<file path="config.mk">
export PLATFORM = sky130hd
export DESIGN_NAME = audio_brg
export DESIGN_NICKNAME = d
export VERILOG_FILES = /design/src/rtl/audio_brg_pkg.sv /design/src/rtl/audio_brg_divider.sv /design/src/rtl/audio_brg_ctrl.sv /design/src/rtl/audio_brg_datapath.sv /design/src/rtl/audio_brg.sv
export SDC_FILE = /design/constraint.sdc
export NUM_CORES = 1
export LEC_CHECK = 0
export ABC_AREA = 1
export CAP_MARGIN = 0
export CORE_MARGIN = 10
export CORE_UTILIZATION = 45
export CTS_CLUSTER_SIZE = 12
export DETAILED_ROUTE_END_ITERATION = 7
export HOLD_SLACK_MARGIN = 0.03
export PLACE_DENSITY = 0.67
export SYNTH_ARGS = -nofsm -noshare
export SYNTH_HDL_FRONTEND = slang
export SYNTH_SLANG_ARGS = --single-unit
</file>
<file path="constraint.sdc">
create_clock -name clk -period 6.2 [get_ports clk]
set_input_delay 1.24 -clock clk [delete_from_list [all_inputs] [get_ports clk]]
set_output_delay 1.24 -clock clk [all_outputs]
set_load 0.01 [all_outputs]
</file>
<file path="src/rtl/audio_brg_pkg.sv">
package audio_brg_pkg;

  localparam int PRE_W  = 2;
  localparam int CNT_W  = 8;
  localparam int DIV_W  = PRE_W + CNT_W;
  localparam int PS_W   = 2 * ((1 << PRE_W) - 1) + 1;
  localparam int SRC_W  = 3;
  localparam int NUM_IN = 4;
  localparam int SEL_W  = 8;
  localparam int NUM_GEN = 2;

  localparam logic [31:0] CTRL_WMASK = 32'h8077_0000;
  localparam int OUTSEL_BIT = 31;
  localparam int SRCA_LSB   = 20;
  localparam int SRCB_LSB   = 16;
  localparam logic [DIV_W-1:0] DIV_RESET = DIV_W'(10'h0FF);

  localparam int ADDR_CTRL = 0;
  localparam int ADDR_DIVA = 1;
  localparam int ADDR_DIVB = 2;
  localparam int ADDR_PORT = 4;

  localparam int IN_A   = 0;
  localparam int IN_B   = 1;
  localparam int IN_C   = 2;
  localparam int IN_INT = 3;

  localparam logic [SRC_W-1:0] GSRC_A   = 3'd0;
  localparam logic [SRC_W-1:0] GSRC_B   = 3'd1;
  localparam logic [SRC_W-1:0] GSRC_INT = 3'd2;
  localparam logic [SRC_W-1:0] GSRC_C   = 3'd4;

  localparam logic [SEL_W-1:0] PSEL_A    = 8'h01;
  localparam logic [SEL_W-1:0] PSEL_B    = 8'h02;
  localparam logic [SEL_W-1:0] PSEL_C    = 8'h03;
  localparam logic [SEL_W-1:0] PSEL_GENA = 8'h10;
  localparam logic [SEL_W-1:0] PSEL_GENB = 8'h20;

  typedef struct packed {
    logic                restartA;
    logic                restartB;
    logic                outSelB;
    logic [SRC_W-1:0]    srcA;
    logic [SRC_W-1:0]    srcB;
    logic [DIV_W-1:0]    divA;
    logic [DIV_W-1:0]    divB;
  } brg_ctl_t;

  function automatic logic pickSource(input logic [SRC_W-1:0] code,
                                      input logic [NUM_IN-1:0] en);
    case (code)
      GSRC_A:   return en[IN_A];
      GSRC_B:   return en[IN_B];
      GSRC_C:   return en[IN_C];
      GSRC_INT: return en[IN_INT];
      default:  return 1'b0;
    endcase
  endfunction

  function automatic logic pickPort(input logic [SEL_W-1:0] code,
                                    input logic [NUM_IN-1:0] en,
                                    input logic genA,
                                    input logic genB);
    case (code)
      PSEL_A:    return en[IN_A];
      PSEL_B:    return en[IN_B];
      PSEL_C:    return en[IN_C];
      PSEL_GENA: return genA;
      PSEL_GENB: return genB;
      default:   return 1'b0;
    endcase
  endfunction

endpackage

</file>
<file path="src/rtl/audio_brg_divider.sv">
module audio_brg_divider
  import audio_brg_pkg::*;
(
  input  logic             clk,
  input  logic             rstN,
  input  logic             restart,
  input  logic             srcEn,
  input  logic [DIV_W-1:0] divWord,
  output logic             tick
);

  logic [PRE_W-1:0] preCode;
  logic [CNT_W-1:0] countLimit;
  logic [PS_W-1:0]  ratioM1;
  logic [PS_W-1:0]  psCount;
  logic [CNT_W-1:0] divCount;
  logic             active;

  assign preCode    = divWord[DIV_W-1:CNT_W];
  assign countLimit = divWord[CNT_W-1:0];
  assign ratioM1    = (PS_W'(2) << {preCode, 1'b0}) - PS_W'(1);
  assign active     = (divWord != '0);

  always_ff @(posedge clk) begin
    if (!rstN || restart) begin
      psCount  <= '0;
      divCount <= '0;
      tick     <= 1'b0;
    end else begin
      tick <= 1'b0;
      if (srcEn && active) begin
        if (psCount == ratioM1) begin
          psCount <= '0;
          if (divCount == countLimit) begin
            divCount <= '0;
            tick     <= 1'b1;
          end else begin
            divCount <= divCount + CNT_W'(1);
          end
        end else begin
          psCount <= psCount + PS_W'(1);
        end
      end
    end
  end

endmodule

</file>
<file path="src/rtl/audio_brg_ctrl.sv">
module audio_brg_ctrl
  import audio_brg_pkg::*;
#(
  parameter int ADDR_W    = 4,
  parameter int NUM_PORTS = 8
) (
  input  logic                      clk,
  input  logic                      rstN,
  input  logic                      regWrEn,
  input  logic [ADDR_W-1:0]         regAddr,
  input  logic [31:0]               regWrData,
  output logic [31:0]               regRdData,
  output brg_ctl_t                  ctlBus,
  output logic [NUM_PORTS*SEL_W-1:0] portSelFlat
);

  localparam int PER_WORD  = 32 / SEL_W;
  localparam int SEL_WORDS = (NUM_PORTS + PER_WORD - 1) / PER_WORD;

  logic [31:0]      ctrlReg;
  logic [DIV_W-1:0] divAReg;
  logic [DIV_W-1:0] divBReg;
  logic [31:0]      selWord [SEL_WORDS];

  logic hitCtrl, hitDivA, hitDivB;

  assign hitCtrl = regWrEn && (regAddr == ADDR_W'(ADDR_CTRL));
  assign hitDivA = regWrEn && (regAddr == ADDR_W'(ADDR_DIVA));
  assign hitDivB = regWrEn && (regAddr == ADDR_W'(ADDR_DIVB));

  always_ff @(posedge clk) begin
    if (!rstN) begin
      ctrlReg <= '0;
      divAReg <= DIV_RESET;
      divBReg <= DIV_RESET;
    end else begin
      if (hitCtrl) ctrlReg <= regWrData & CTRL_WMASK;
      if (hitDivA) divAReg <= regWrData[DIV_W-1:0];
      if (hitDivB) divBReg <= regWrData[DIV_W-1:0];
    end
  end

  for (genvar w = 0; w < SEL_WORDS; w++) begin : g_selWord
    always_ff @(posedge clk) begin
      if (!rstN) begin
        selWord[w] <= '0;
      end else if (regWrEn && (regAddr == ADDR_W'(ADDR_PORT + w))) begin
        selWord[w] <= regWrData;
      end
    end
  end

  for (genvar k = 0; k < NUM_PORTS; k++) begin : g_portSel
    assign portSelFlat[k*SEL_W +: SEL_W] =
      selWord[k / PER_WORD][(k % PER_WORD)*SEL_W +: SEL_W];
  end

  always_comb begin
    regRdData = '0;
    if (regAddr == ADDR_W'(ADDR_CTRL)) regRdData = ctrlReg;
    if (regAddr == ADDR_W'(ADDR_DIVA)) regRdData = 32'(divAReg);
    if (regAddr == ADDR_W'(ADDR_DIVB)) regRdData = 32'(divBReg);
    for (int w = 0; w < SEL_WORDS; w++) begin
      if (regAddr == ADDR_W'(ADDR_PORT + w)) regRdData = selWord[w];
    end
  end

  always_comb begin
    ctlBus.restartA = hitCtrl || hitDivA;
    ctlBus.restartB = hitCtrl || hitDivB;
    ctlBus.outSelB  = ctrlReg[OUTSEL_BIT];
    ctlBus.srcA     = ctrlReg[SRCA_LSB +: SRC_W];
    ctlBus.srcB     = ctrlReg[SRCB_LSB +: SRC_W];
    ctlBus.divA     = divAReg;
    ctlBus.divB     = divBReg;
  end

endmodule

</file>
<file path="src/rtl/audio_brg_datapath.sv">
module audio_brg_datapath
  import audio_brg_pkg::*;
#(
  parameter int NUM_PORTS = 8
) (
  input  logic                       clk,
  input  logic                       rstN,
  input  brg_ctl_t                   ctlBus,
  input  logic [NUM_PORTS*SEL_W-1:0] portSelFlat,
  input  logic [NUM_IN-1:0]          clkInEn,
  output logic                       tickA,
  output logic                       tickB,
  output logic                       outTick,
  output logic [NUM_PORTS-1:0]       portTick
);

  logic [SRC_W-1:0] genSrc     [NUM_GEN];
  logic [DIV_W-1:0] genDiv     [NUM_GEN];
  logic             genRestart [NUM_GEN];
  logic [NUM_GEN-1:0] genTick;

  assign genSrc[0]     = ctlBus.srcA;
  assign genSrc[1]     = ctlBus.srcB;
  assign genDiv[0]     = ctlBus.divA;
  assign genDiv[1]     = ctlBus.divB;
  assign genRestart[0] = ctlBus.restartA;
  assign genRestart[1] = ctlBus.restartB;

  for (genvar g = 0; g < NUM_GEN; g++) begin : g_gen
    logic srcEn;
    assign srcEn = pickSource(genSrc[g], clkInEn);
    audio_brg_divider u_div (
      .clk     (clk),
      .rstN    (rstN),
      .restart (genRestart[g]),
      .srcEn   (srcEn),
      .divWord (genDiv[g]),
      .tick    (genTick[g])
    );
  end

  assign tickA   = genTick[0];
  assign tickB   = genTick[1];
  assign outTick = ctlBus.outSelB ? genTick[1] : genTick[0];

  for (genvar k = 0; k < NUM_PORTS; k++) begin : g_port
    assign portTick[k] = pickPort(portSelFlat[k*SEL_W +: SEL_W], clkInEn,
                                  genTick[0], genTick[1]);
  end

endmodule

</file>
<file path="src/rtl/audio_brg.sv">
module audio_brg
  import audio_brg_pkg::*;
#(
  parameter int ADDR_W    = 4,
  parameter int NUM_PORTS = 8
) (
  input  logic                 clk,
  input  logic                 rstN,
  input  logic                 regWrEn,
  input  logic [ADDR_W-1:0]    regAddr,
  input  logic [31:0]          regWrData,
  output logic [31:0]          regRdData,
  input  logic [NUM_IN-1:0]    clkInEn,
  output logic                 brgTickA,
  output logic                 brgTickB,
  output logic                 clkOutTick,
  output logic [NUM_PORTS-1:0] portClkTick
);

  brg_ctl_t                   ctlBus;
  logic [NUM_PORTS*SEL_W-1:0] portSelFlat;

  audio_brg_ctrl #(
    .ADDR_W    (ADDR_W),
    .NUM_PORTS (NUM_PORTS)
  ) u_ctrl (
    .clk         (clk),
    .rstN        (rstN),
    .regWrEn     (regWrEn),
    .regAddr     (regAddr),
    .regWrData   (regWrData),
    .regRdData   (regRdData),
    .ctlBus      (ctlBus),
    .portSelFlat (portSelFlat)
  );

  audio_brg_datapath #(
    .NUM_PORTS (NUM_PORTS)
  ) u_dp (
    .clk         (clk),
    .rstN        (rstN),
    .ctlBus      (ctlBus),
    .portSelFlat (portSelFlat),
    .clkInEn     (clkInEn),
    .tickA       (brgTickA),
    .tickB       (brgTickB),
    .outTick     (clkOutTick),
    .portTick    (portClkTick)
  );

endmodule

</file>
==> reports/qor.txt, run 1 <==
Outcome = completed
Area of placed instances = 0.00771 mm2
Postcts setup bufs = 0
Setup Skew = 0.00648 ns
Vias = 6207
Hpwl dp = 14500 um
# clock sinks = 123
Post-layout min period = 4.91 ns
Clock slew at reported path FFs = 0.06 ns
Largest net degree at the start of global routing = 34
Worst vdd ir = 0.000199 V
CTS tree = done
GRT Overall Usage = 0.195
Largest family of logic cells by synthesized area = simple AND/OR/NAND/NOR gates
Total chip power = 2.06 mW
Height of the die = 142 um
Slack of the critical path = 1.29 ns
Worst-Margin Slew = 0.836 ns
Core area = 0.0145 mm2
Placer Congestion = 0.861
Place WS = 1.29 ns
Hold Slack = 0.482 ns
Adder-Cell Fraction of Synth Area = 0.0112
# hold bufs at CTS = 0
Final Hold Viols = 0
Max Cap Viol = 0
Mean Syn Cell Area = 7.50 um2
Drt total wl = 19300 um
Register area share after synthesis = 0.464
Initial Utilization = 0.460
Ant diodes = 0
Non-filler cells, final = 1176
Tcrit/Tclk final = 0.792
Crit path launch type = input pin
Layout cells sized above 1 = 0.0585
CP required = 4.96 ns
PD cells = 249 mW/mm2
Synth Area in Compound Gates = 0.118
Die width = 142 um
Min-delay worst type = reg2reg
Setup CP Type = in2out
First-pass GRT wire length = 31200 um
Leak = 3.60 nW
Max-slew headroom = 0.442
Worst Path Arrival = 3.67 ns
Max Fclk = 0.204 GHz
Design Area, Final = 0.00826 mm2
Placed cell count = 1144
Mapped Nets = 941
Setup crit end kind = output pin
Final Max Tran Viols = 0
Vias per cell = 5.28
DRT iter0 DRCs = 457
Worst skew pair latency = 0.42 ns
Average wire per standard cell = 16.4 um
Most frequent cells in the layout = nand2_1, inv_1, nor2_1, clkdlybuf4s50_1, nand3_1
Post-synthesis xor/xnor area fraction = 0.0196
Synth warn = 0
Resized cells post-CTS = 0
Initial antenna violation count = 0
Total die area = 0.0201 mm2
Final Core Density = 0.569
FP Rows = 44
H-Tree Depth = 4
Root Buffer = clkbuf_16
Simple-gate share of the synthesized area = 0.290
Final Setup Violations = 0
Nets = 1028
Cells after Synth = 892
Mux contribution to synthesized area = 0
Global route overflow = 0
Num CTS Buffers = 17
RSZ-0062 raised after global routing = false
Vias in the first global route = 5893
Clock Path Buffers = 2
PortBufs = 85
Synth unique cells = 34
Flops & latches, synth = 123
Synth Cell Area = 0.00669 mm2
First-pass detailed-route iteration total = 5
Num ports = 86
Synth-to-Final Area Change = 23.5%
Sum of negative setup slack = 0 ns
Worst Path Max Fanout = 18
Post-route ant nets = 0
Remaining DRCs = 0
Most common cell after layout, fill and taps aside = nand2_1
==> synth_stat cells, drive strengths merged <==
cell type  count  area (um2)
nand3b         1        7.51
o211ai        19         143
a21oi         32         164
edfxtp        64        1920
xor2           2        17.5
ha             6        75.1
nor4           5        31.3
a22o           5        43.8
a31oi          2        12.5
nor2         147         607
o2111ai        7        61.3
o31ai          5        37.5
nand2        210         801
inv          143         537
or2            1        6.26
nand4         12        75.1
clkbuf         5        18.8
buf           17        92.6
o221ai         6        52.6
nor3          11        55.1
o32ai          2        17.5
dfxtp         59        1180
nand3         70         360
o21ai         36         180
o21bai         3        22.5
o22ai          9        56.3
xnor2         13         114
==> where the power goes <==
part           total, mW  internal, mW  switching [mW]  leakage, nW
Combinational      0.206        0.0818           0.124         2.24
Sequential         0.919         0.891          0.0282         1.09
Clock              0.935         0.570           0.365        0.277
Total               2.06          1.54           0.518         3.60
==> path summary, 6_finish.rpt <==
| check | from | to | slack (ns) | depth (start not counted) |
|---|---|---|---|---|
| worst min register to register | u_dp.g_gen[0].u_div.psCount[0]$_SDFFE_PP0N_ | u_dp.g_gen[0].u_div.psCount[0]$_SDFFE_PP0N_ | 0.48 | 2 |
| worst max-delay path | regAddr[1] | regRdData[1] | 1.29 | 7 |
| worst min-delay path | u_dp.g_gen[0].u_div.psCount[0]$_SDFFE_PP0N_ | u_dp.g_gen[0].u_div.psCount[0]$_SDFFE_PP0N_ | 0.48 | 2 |
| worst max register to register | u_ctrl.divAReg[8]$_SDFFE_PN0P_ | u_dp.g_gen[0].u_div.divCount[5]$_SDFFE_PP0P_ | 4.14 | 13 |
==> critical path: stages <==
cell	delay, ns
clkdlybuf4s50_1	0.47
nor2_1	0.23
nand2_1	0.43
inv_2	0.45
nand2_1	0.10
nand4_1	0.17
clkdlybuf4s50_1	0.57
==> cell families after synthesis <==
family / count (synthesis)
simple gates: 457
compound gates: 126
buf+inv: 165
fa+ha+maj: 6
flops: 123
xor+xnor: 15
==> flip-flops by register name, summed over array words and instances (netlist names) <==
signal,cells
u_dp.g_gen.u_div.divCount,16
u_dp.g_gen.u_div.psCount,14
u_dp.g_gen.u_div.tick,2
u_ctrl.divAReg,10
u_ctrl.ctrlReg,7
u_ctrl.divBReg,10
u_ctrl.selWord,64
==> metal layers <==
layer	part of all wire	routed length (um)	vias to the layer above	GRT usage
met5	0	0	-	0
met4	0.017	322	0	0.0592
met3	0.077	1500	32	0.0594
met2	0.48	9290	202	0.321
met1	0.43	8220	2865	0.242
li1	-	-	3108	-
==> area by class of cell <==
cell class                      instances  area [um2]
Clock buffer                           21         460
Clock inverter                         11        97.6
Fill cell                            1354        6270
Multi-Input combinational cell        604        2950
Inverter                              143         537
Sequential cell                       123        3100
Tap cell                              184         230
Timing Repair Buffer                   90         888
Note: power is estimated with default switching activity, not from simulation.
==> run 2: changes to the inputs <==
- PLACE_DENSITY: 0.67 -> 0.7
- clock period: 6.2 -> 4.05 ns (I/O delays scaled with it)
==> run 2 against run 1 <==
- setup slack worse by 0.98 ns
- sequential share of layout area shrank 0.26 points
- via count is 1.5% higher
- sequential cell count unchanged
- core utilization increased by 0.40 points
- clock skew up 0.0048 ns
- clock-buffer cell count decreased by 3
- critical path depth did not move
- sequential power up 53%
- highest routed layer unchanged
==> reports/qor.txt, run 2 (synthesis results as in run 1) <==
Vias = 6299 (+1.5%)
Critical R2R Launch = u_ctrl.divAReg[8]$_SDFFE_PN0P_
Num CTS Buffers = 17 (unchanged)
Vias per cell = 5.33 (+0.97%)
Core area = 0.0145 mm2 (unchanged)
Setup crit end kind = output pin
Worst-Margin Slew = 0.686 ns (-0.150 ns)
Critical Path Most Common Cell = clkdlybuf4s50_1
Most flop-heavy register = u_ctrl.selWord
Resized cells post-CTS = 0 (unchanged)
Root Buffer = clkbuf_16
Met3 global-route usage = 0.0614 (+0.00200)
Post-route ant nets = 0 (unchanged)
Max-slew headroom = 0.542 (+0.0992)
Min-delay worst type = reg2reg
First-pass detailed-route iteration total = 5 (unchanged)
First-pass GRT wire length = 31200 um (about the same)
Biggest regs = u_ctrl.selWord: 64 flops, u_dp.g_gen.u_div.divCount: 16 flops, u_dp.g_gen.u_div.psCount: 14 flops
Final Core Density = 0.573 (+0.00396)
Place WS = 0.314 ns (-0.973 ns)
Initial antenna violation count = 0 (unchanged)
Sequence of cells on the critical path = clkdlybuf4s50_1 -> nor2_1 -> nand2_1 -> inv_2 -> a21oi_1 -> o21ai_0 -> clkdlybuf4s50_1
Tcrit/Tclk final = 0.924
Fill cell count = 1373 (+1.4%)
Most frequent cells in the layout = nand2_1, inv_1, nor2_1, clkdlybuf4s50_1, nand3_1
Cell family with most CP delay = buffers and inverters
Worst hold stages = 2 (unchanged)
Clock slew at reported path FFs = 0.06 ns (about the same)
FF/Latch Area = 0.00310 mm2 (unchanged)
Worst skew pair latency = 0.42 ns (about the same)
Final Hold Viols = 0 (unchanged)
RSZ-0062 raised after global routing = false
Grt met1 use = 0.237 (-0.00476)
Final Max Tran Viols = 0 (unchanged)
Num ports = 86 (unchanged)
Vias in the first global route = 6038 (+2.5%)
Gate power share = 0.102 (+0.002)
FP Rows = 44 (unchanged)
Most common cell after layout, fill and taps aside = nand2_1
Sequential Power Share = 0.443 (-0.003)
PortBufs = 85 (unchanged)
Hpwl dp = 14700 um (+1.2%)
Setup Skew = 0.0113 ns (+0.00481 ns)
GRT Overall Usage = 0.195 (-0.000450)
Slack of the critical path = 0.309 ns (-0.979 ns)
Hold Slack = 0.480 ns (-0.00199 ns)
FF-to-FF End = u_dp.g_gen[0].u_div.divCount[3]$_SDFFE_PP0P_
Hold path startpoint = u_ctrl.ctrlReg[31]$_SDFFE_PN0P_
Average wire per standard cell = 16.6 um (+0.97%)
Multi-input logic area = 0.00295 mm2 (unchanged)
Total die area = 0.0201 mm2 (unchanged)
Synth-to-Final Area Change = 24.4%
Crit path launch type = input pin
Remaining DRCs = 0 (unchanged)
Sum of negative setup slack = 0 ns (unchanged)
Slowest stage cell on the critical path = clkdlybuf4s50_1
Met2 Resource Use GR = 0.321 (about the same)
Largest net degree at the start of global routing = 31 (-8.8%)
PD cells = 382 mW/mm2 (+53%)
Clock Path Buffers = 2 (unchanged)
H-Tree Depth = 4 (unchanged)
Global route overflow = 0 (unchanged)
Drt total wl = 19600 um (+1.5%)
Largest register FFs = 64 (unchanged)
Layout cells sized above 1 = 0.0631 (+0.00466)
Max incr delay on CP = 0.57 ns (about the same)
Final Setup Violations = 0 (unchanged)
Max Cap Viol = 0 (unchanged)
DRT iter0 DRCs = 444 (-2.8%)
Sw Ratio = 0.249 (-0.00185)
Height of the die = 142 um (unchanged)
Worst Path Max Fanout = 18 (unchanged)
CP required = 3.24 ns (-1.72 ns)
Die width = 142 um (unchanged)
Total chip power = 3.18 mW (+54%)
Ant diodes = 0 (unchanged)
Max Fclk = 0.267 GHz
Psw = 0.794 mW (+53%)
Nets = 1034 (+0.58%)
Int Pwr = 2.39 mW (+55%)
Worst vdd ir = 0.000372 V (+87%)
Placer Congestion = 0.947 (+10%)
Post-layout min period = 3.74 ns
Buf+Inv Stages, Crit Path = 3 (unchanged)
Most used routing layer = met2
Postcts setup bufs = 0 (unchanged)
Setup CP Type = in2out
# clock sinks = 123 (unchanged)
Slack of the worst reg-to-reg path = 1.95 ns (-2.19 ns)
# hold bufs at CTS = 0 (unchanged)
Worst r2r path cells = 12 (-1)
CTS tree = done
Leak = 3.63 nW (+0.73%)
Hold Path Sink = u_ctrl.ctrlReg[31]$_SDFFE_PN0P_
Initial Utilization = 0.460 (unchanged)
Worst Path Arrival = 2.93 ns (-0.74 ns)
Outcome = completed
Clock share of power = 0.455 (about the same)
[run 2: routing by layer]
layer,part of all wire,vias up
met5,0,-
met4,0.018,0
met3,0.073,29
met2,0.48,199
met1,0.43,2950
li1,-,3121
[run 2: worst max-delay path by stage]
stage	startpoint	end	slack, ns	cells past startpoint
2_1_floorplan	regAddr[0]	u_ctrl.selWord[1][0]$_SDFFCE_PN0P_	0.14	4
3_3_place_gp	regAddr[1]	regRdData[5]	0.35	7
3_5_place_dp	regAddr[1]	regRdData[5]	0.31	7
4_1_cts	regAddr[1]	regRdData[5]	0.32	7
5_1_grt	regAddr[1]	regRdData[14]	0.20	7
6_report	regAddr[1]	regRdData[8]	0.31	7
[run 2: worst register-to-register path, delay by kind of cell (launching register included)]
family	cells	cell delay, ns
and+or+nand+nor	9	1.14
DFF	1	0.35
adders and majority gates	1	0.32
buffers and inverters	2	0.18
[run 2: layout make-up]
class | count | share of cell area
repair buffers | 96 | 0.114
clock inverters | 14 | 0.0155
multi-input cells | 604 | 0.354
inverters | 143 | 0.0645
clock buffers | 18 | 0.0516
flip-flops and latches | 123 | 0.373
well taps | 184 | 0.0277
[run 2: power by group through the flow]
stage                     clock network, mW  logic [mW]  registers [mW]
after floorplan                           0       0.184            1.42
after global placement                    0       0.320            1.43
after detailed placement                  0       0.323            1.43
after CTS                              1.46       0.326            1.41
after global routing                   1.51       0.360            1.42
final                                  1.45       0.326            1.41
[run 2: metrics by stage]
| step | cell area, um2 | std cells |
|---|---|---|
| 2_1_floorplan | 6690 | 892 |
| 3_3_place_gp | 7760 | 1150 |
| 3_5_place_dp | 7760 | 1150 |
| 4_1_cts | 8320 | 1182 |
| 5_1_grt | 8320 | 1182 |
| 6_report | 8320 | 1182 |
==> run 3: changes to the inputs <==
- ABC_AREA: 1 -> 0
- MAX_ROUTING_LAYER: not set -> met4
==> run 3 against run 2 <==
- routed wire length fell by 5.2%
- clock-buffer cell count grew 5
- global-route usage shrank 0.13 points
- core utilization fell by 0.34 points
- first-iteration DRC count decreased by 19%
- critical path type unchanged
- largest power group is now registers
==> reports/qor.txt, run 3 <==
Outcome = completed
Mux contribution to synthesized area = 0.0263 (+0.0263)
Synth Cell Area = 0.00656 mm2 (-2.0%)
Multi-input logic area = 0.00328 mm2 (+11%)
Min-delay worst type = reg2reg
Int Pwr = 2.37 mW (-0.98%)
Nets = 805 (-22%)
Setup crit end kind = output pin
Synth-to-Final Area Change = 25.1%
Initial Utilization = 0.455 (-0.00559)
Biggest regs = u_ctrl.selWord: 64 flops, u_dp.g_gen.u_div.divCount: 16 flops, u_dp.g_gen.u_div.psCount: 14 flops
Post-synthesis xor/xnor area fraction = 0.0454 (+0.0258)
Clock slew at reported path FFs = 0.05 ns (about the same)
FF/Latch Area = 0.00310 mm2 (unchanged)
Mapped Nets = 713 (-24%)
PD cells = 377 mW/mm2 (-1.3%)
# hold bufs at CTS = 0 (unchanged)
Remaining DRCs = 0 (unchanged)
Final Max Tran Viols = 0 (unchanged)
Max Cap Viol = 0 (unchanged)
Synth warn = 0 (unchanged)
Hpwl dp = 13400 um (-8.8%)
Average wire per standard cell = 19.5 um (+18%)
Num ports = 86 (unchanged)
Sum of negative setup slack = 0 ns (unchanged)
Gate power share = 0.093 (-0.009)
Largest cells by area after synthesis = edfxtp_1, dfxtp_1, and2_1
Register area share after synthesis = 0.473 (+0.00929)
Largest family of logic cells by synthesized area = simple AND/OR/NAND/NOR gates
Final Setup Violations = 0 (unchanged)
Global route overflow = 0 (unchanged)
Crit path launch type = input pin
Worst Path Max Fanout = 10 (-8)
Simple-gate share of the synthesized area = 0.280 (-0.0104)
FP Rows = 44 (unchanged)
Largest net degree at the start of global routing = 33 (+6.5%)
Total chip power = 3.10 mW (-2.7%)
Max-slew headroom = 0.334 (-0.208)
Core area = 0.0144 mm2 (-0.76%)
Resized cells post-CTS = 0 (unchanged)
Worst skew pair latency = 0.43 ns (about the same)
Clock Path Buffers = 2 (unchanged)
DRT iter0 DRCs = 361 (-19%)
Leak = 3.02 nW (-17%)
Most common cell after layout, fill and taps aside = clkdlybuf4s50_1
Final Hold Viols = 0 (unchanged)
Placer Congestion = 0.874 (-7.6%)
Synth unique cells = 59 (+74%)
H-Tree Depth = 4 (unchanged)
Postcts setup bufs = 0 (unchanged)
Total die area = 0.0198 mm2 (-1.7%)
Place WS = 0.365 ns (+0.0503 ns)
Met2 Resource Use GR = 0.309 (-0.0120)
PortBufs = 85 (unchanged)
Most frequent cells in the layout = clkdlybuf4s50_1, nand2_1, and2_1, edfxtp_1, dfxtp_1
Top_reg_cell synth = edfxtp_1
Vias in the first global route = 5688 (-5.8%)
Yosys top cell area share = 0.293 (+0.00575)
First-pass GRT wire length = 29800 um (-4.4%)
Adder-Cell Fraction of Synth Area = 0.0114 (+0.000225)
Sequential Power Share = 0.458 (+0.015)
Async SR Flop Fraction = 0 (unchanged)
Clock share of power = 0.450 (-0.005)
Met3 global-route usage = 0.0447 (-0.0167)
Setup CP Type = in2out
Max Fclk = 0.269 GHz (+0.75%)
RSZ-0062 raised after global routing = false
Synth Area in Compound Gates = 0.136 (+0.0176)
Vias = 5601 (-11%)
Cells after Synth = 664 (-26%)
Mean Syn Cell Area = 9.88 um2 (+32%)
GRT Overall Usage = 0.194 (-0.00134)
Setup Skew = 0.00922 ns (-0.00206 ns)
Drt total wl = 18600 um (-5.2%)
Flops & latches, synth = 123 (unchanged)
Most flop-heavy register = u_ctrl.selWord
First-pass detailed-route iteration total = 5 (unchanged)
Root Buffer = clkbuf_16
# clock sinks = 123 (unchanged)
Post-synth top cells = nand2_1, and2_1, edfxtp_1
Initial antenna violation count = 0 (unchanged)
Worst vdd ir = 0.000312 V (-16%)
Psw = 0.732 mW (-7.8%)
Ant diodes = 0 (unchanged)
Post-layout min period = 3.71 ns (-0.0278 ns)
Vias per cell = 5.88 (+10%)
Worst Path Arrival = 2.90 ns (-0.03 ns)
Tcrit/Tclk final = 0.917 (-0.00687)
Layout cells sized above 1 = 0.101 (+0.0383)
CTS tree = done
Num CTS Buffers = 17 (unchanged)
Fill cell count = 1268 (-7.6%)
CP required = 3.24 ns (about the same)
Post-synth EDFFs = 64 (unchanged)
Most used routing layer = met2
Grt met1 use = 0.229 (-0.00758)
Largest register FFs = 64 (unchanged)
Slack of the critical path = 0.337 ns (+0.0278 ns)
Most common cell in the netlist = nand2_1
Area leader, netlist = edfxtp_1
Sw Ratio = 0.236 (-0.0130)
Die width = 141 um (-0.85%)
Slack of the worst reg-to-reg path = 1.72 ns (-0.23 ns)
Height of the die = 141 um (-0.85%)
Worst-Margin Slew = 0.992 ns (+0.306 ns)
Post-route ant nets = 0 (unchanged)
[run 3: logic make-up after synthesis]
family | Yosys count
simple gates | 327
compound gates | 113
xor+xnor | 34
mux | 17
flops | 123
buf+inv | 44
fa+ha+maj | 6
[run 3: metal layers]
metal | vias to the layer above | share of wire
met5 | - | 0
met2 | 204 | 0.48
li1 | 2644 | -
met4 | 0 | 0.027
met1 | 2710 | 0.43
met3 | 43 | 0.059
[run 3: final cells by class]
cell class | instances | area share
clock buffers | 23 | 0.0570
clock inverters | 9 | 0.00884
well taps | 184 | 0.0280
flip-flops and latches | 123 | 0.378
inverters | 13 | 0.00594
repair buffers | 104 | 0.123
multi-input cells | 497 | 0.400
[run 3: path summary, 6_finish.rpt]
check | from | end | cells after the start
worst max-delay path | clkInEn[2] | portClkTick[2] | 6
worst min-delay path | u_dp.g_gen[1].u_div.divCount[7]$_SDFFE_PP0P_ | u_dp.g_gen[1].u_div.divCount[7]$_SDFFE_PP0P_ | 2
worst max register to register | u_ctrl.divAReg[8]$_SDFFE_PN0P_ | u_dp.g_gen[0].u_div.divCount[0]$_SDFFE_PP0P_ | 8
worst min register to register | u_dp.g_gen[1].u_div.divCount[7]$_SDFFE_PP0P_ | u_dp.g_gen[1].u_div.divCount[7]$_SDFFE_PP0P_ | 2
[run 3: stage by stage]
| step | hold WS, ns | utilization | cell area (um2) | instances |
|---|---|---|---|---|
| 2_1_floorplan | 0.470 | - | 6560 | 664 |
| 3_3_place_gp | 0.492 | 0.532 | 7670 | 921 |
| 3_5_place_dp | 0.499 | 0.532 | 7670 | 921 |
| 4_1_cts | 0.505 | 0.569 | 8210 | 953 |
| 5_1_grt | 0.545 | 0.569 | 8210 | 953 |
| 6_report | 0.505 | 0.569 | 8210 | 953 |
[run 3: power by group through the flow]
stage,Sequential (mW),Clock (mW),Combinational [mW]
finish,1.42,1.39,0.287
global route,1.42,1.47,0.313
CTS,1.42,1.41,0.288
detailed placement,1.44,0,0.287
global placement,1.44,0,0.280
floorplan,1.42,0,0.151
[run 3: worst max-delay path: stages]
cell             delay (ns)
clkdlybuf4s50_1        0.85
mux2i_1                0.16
nor2_1                 0.12
a211oi_1               0.08
a211oi_1               0.27
clkdlybuf4s50_1        0.61
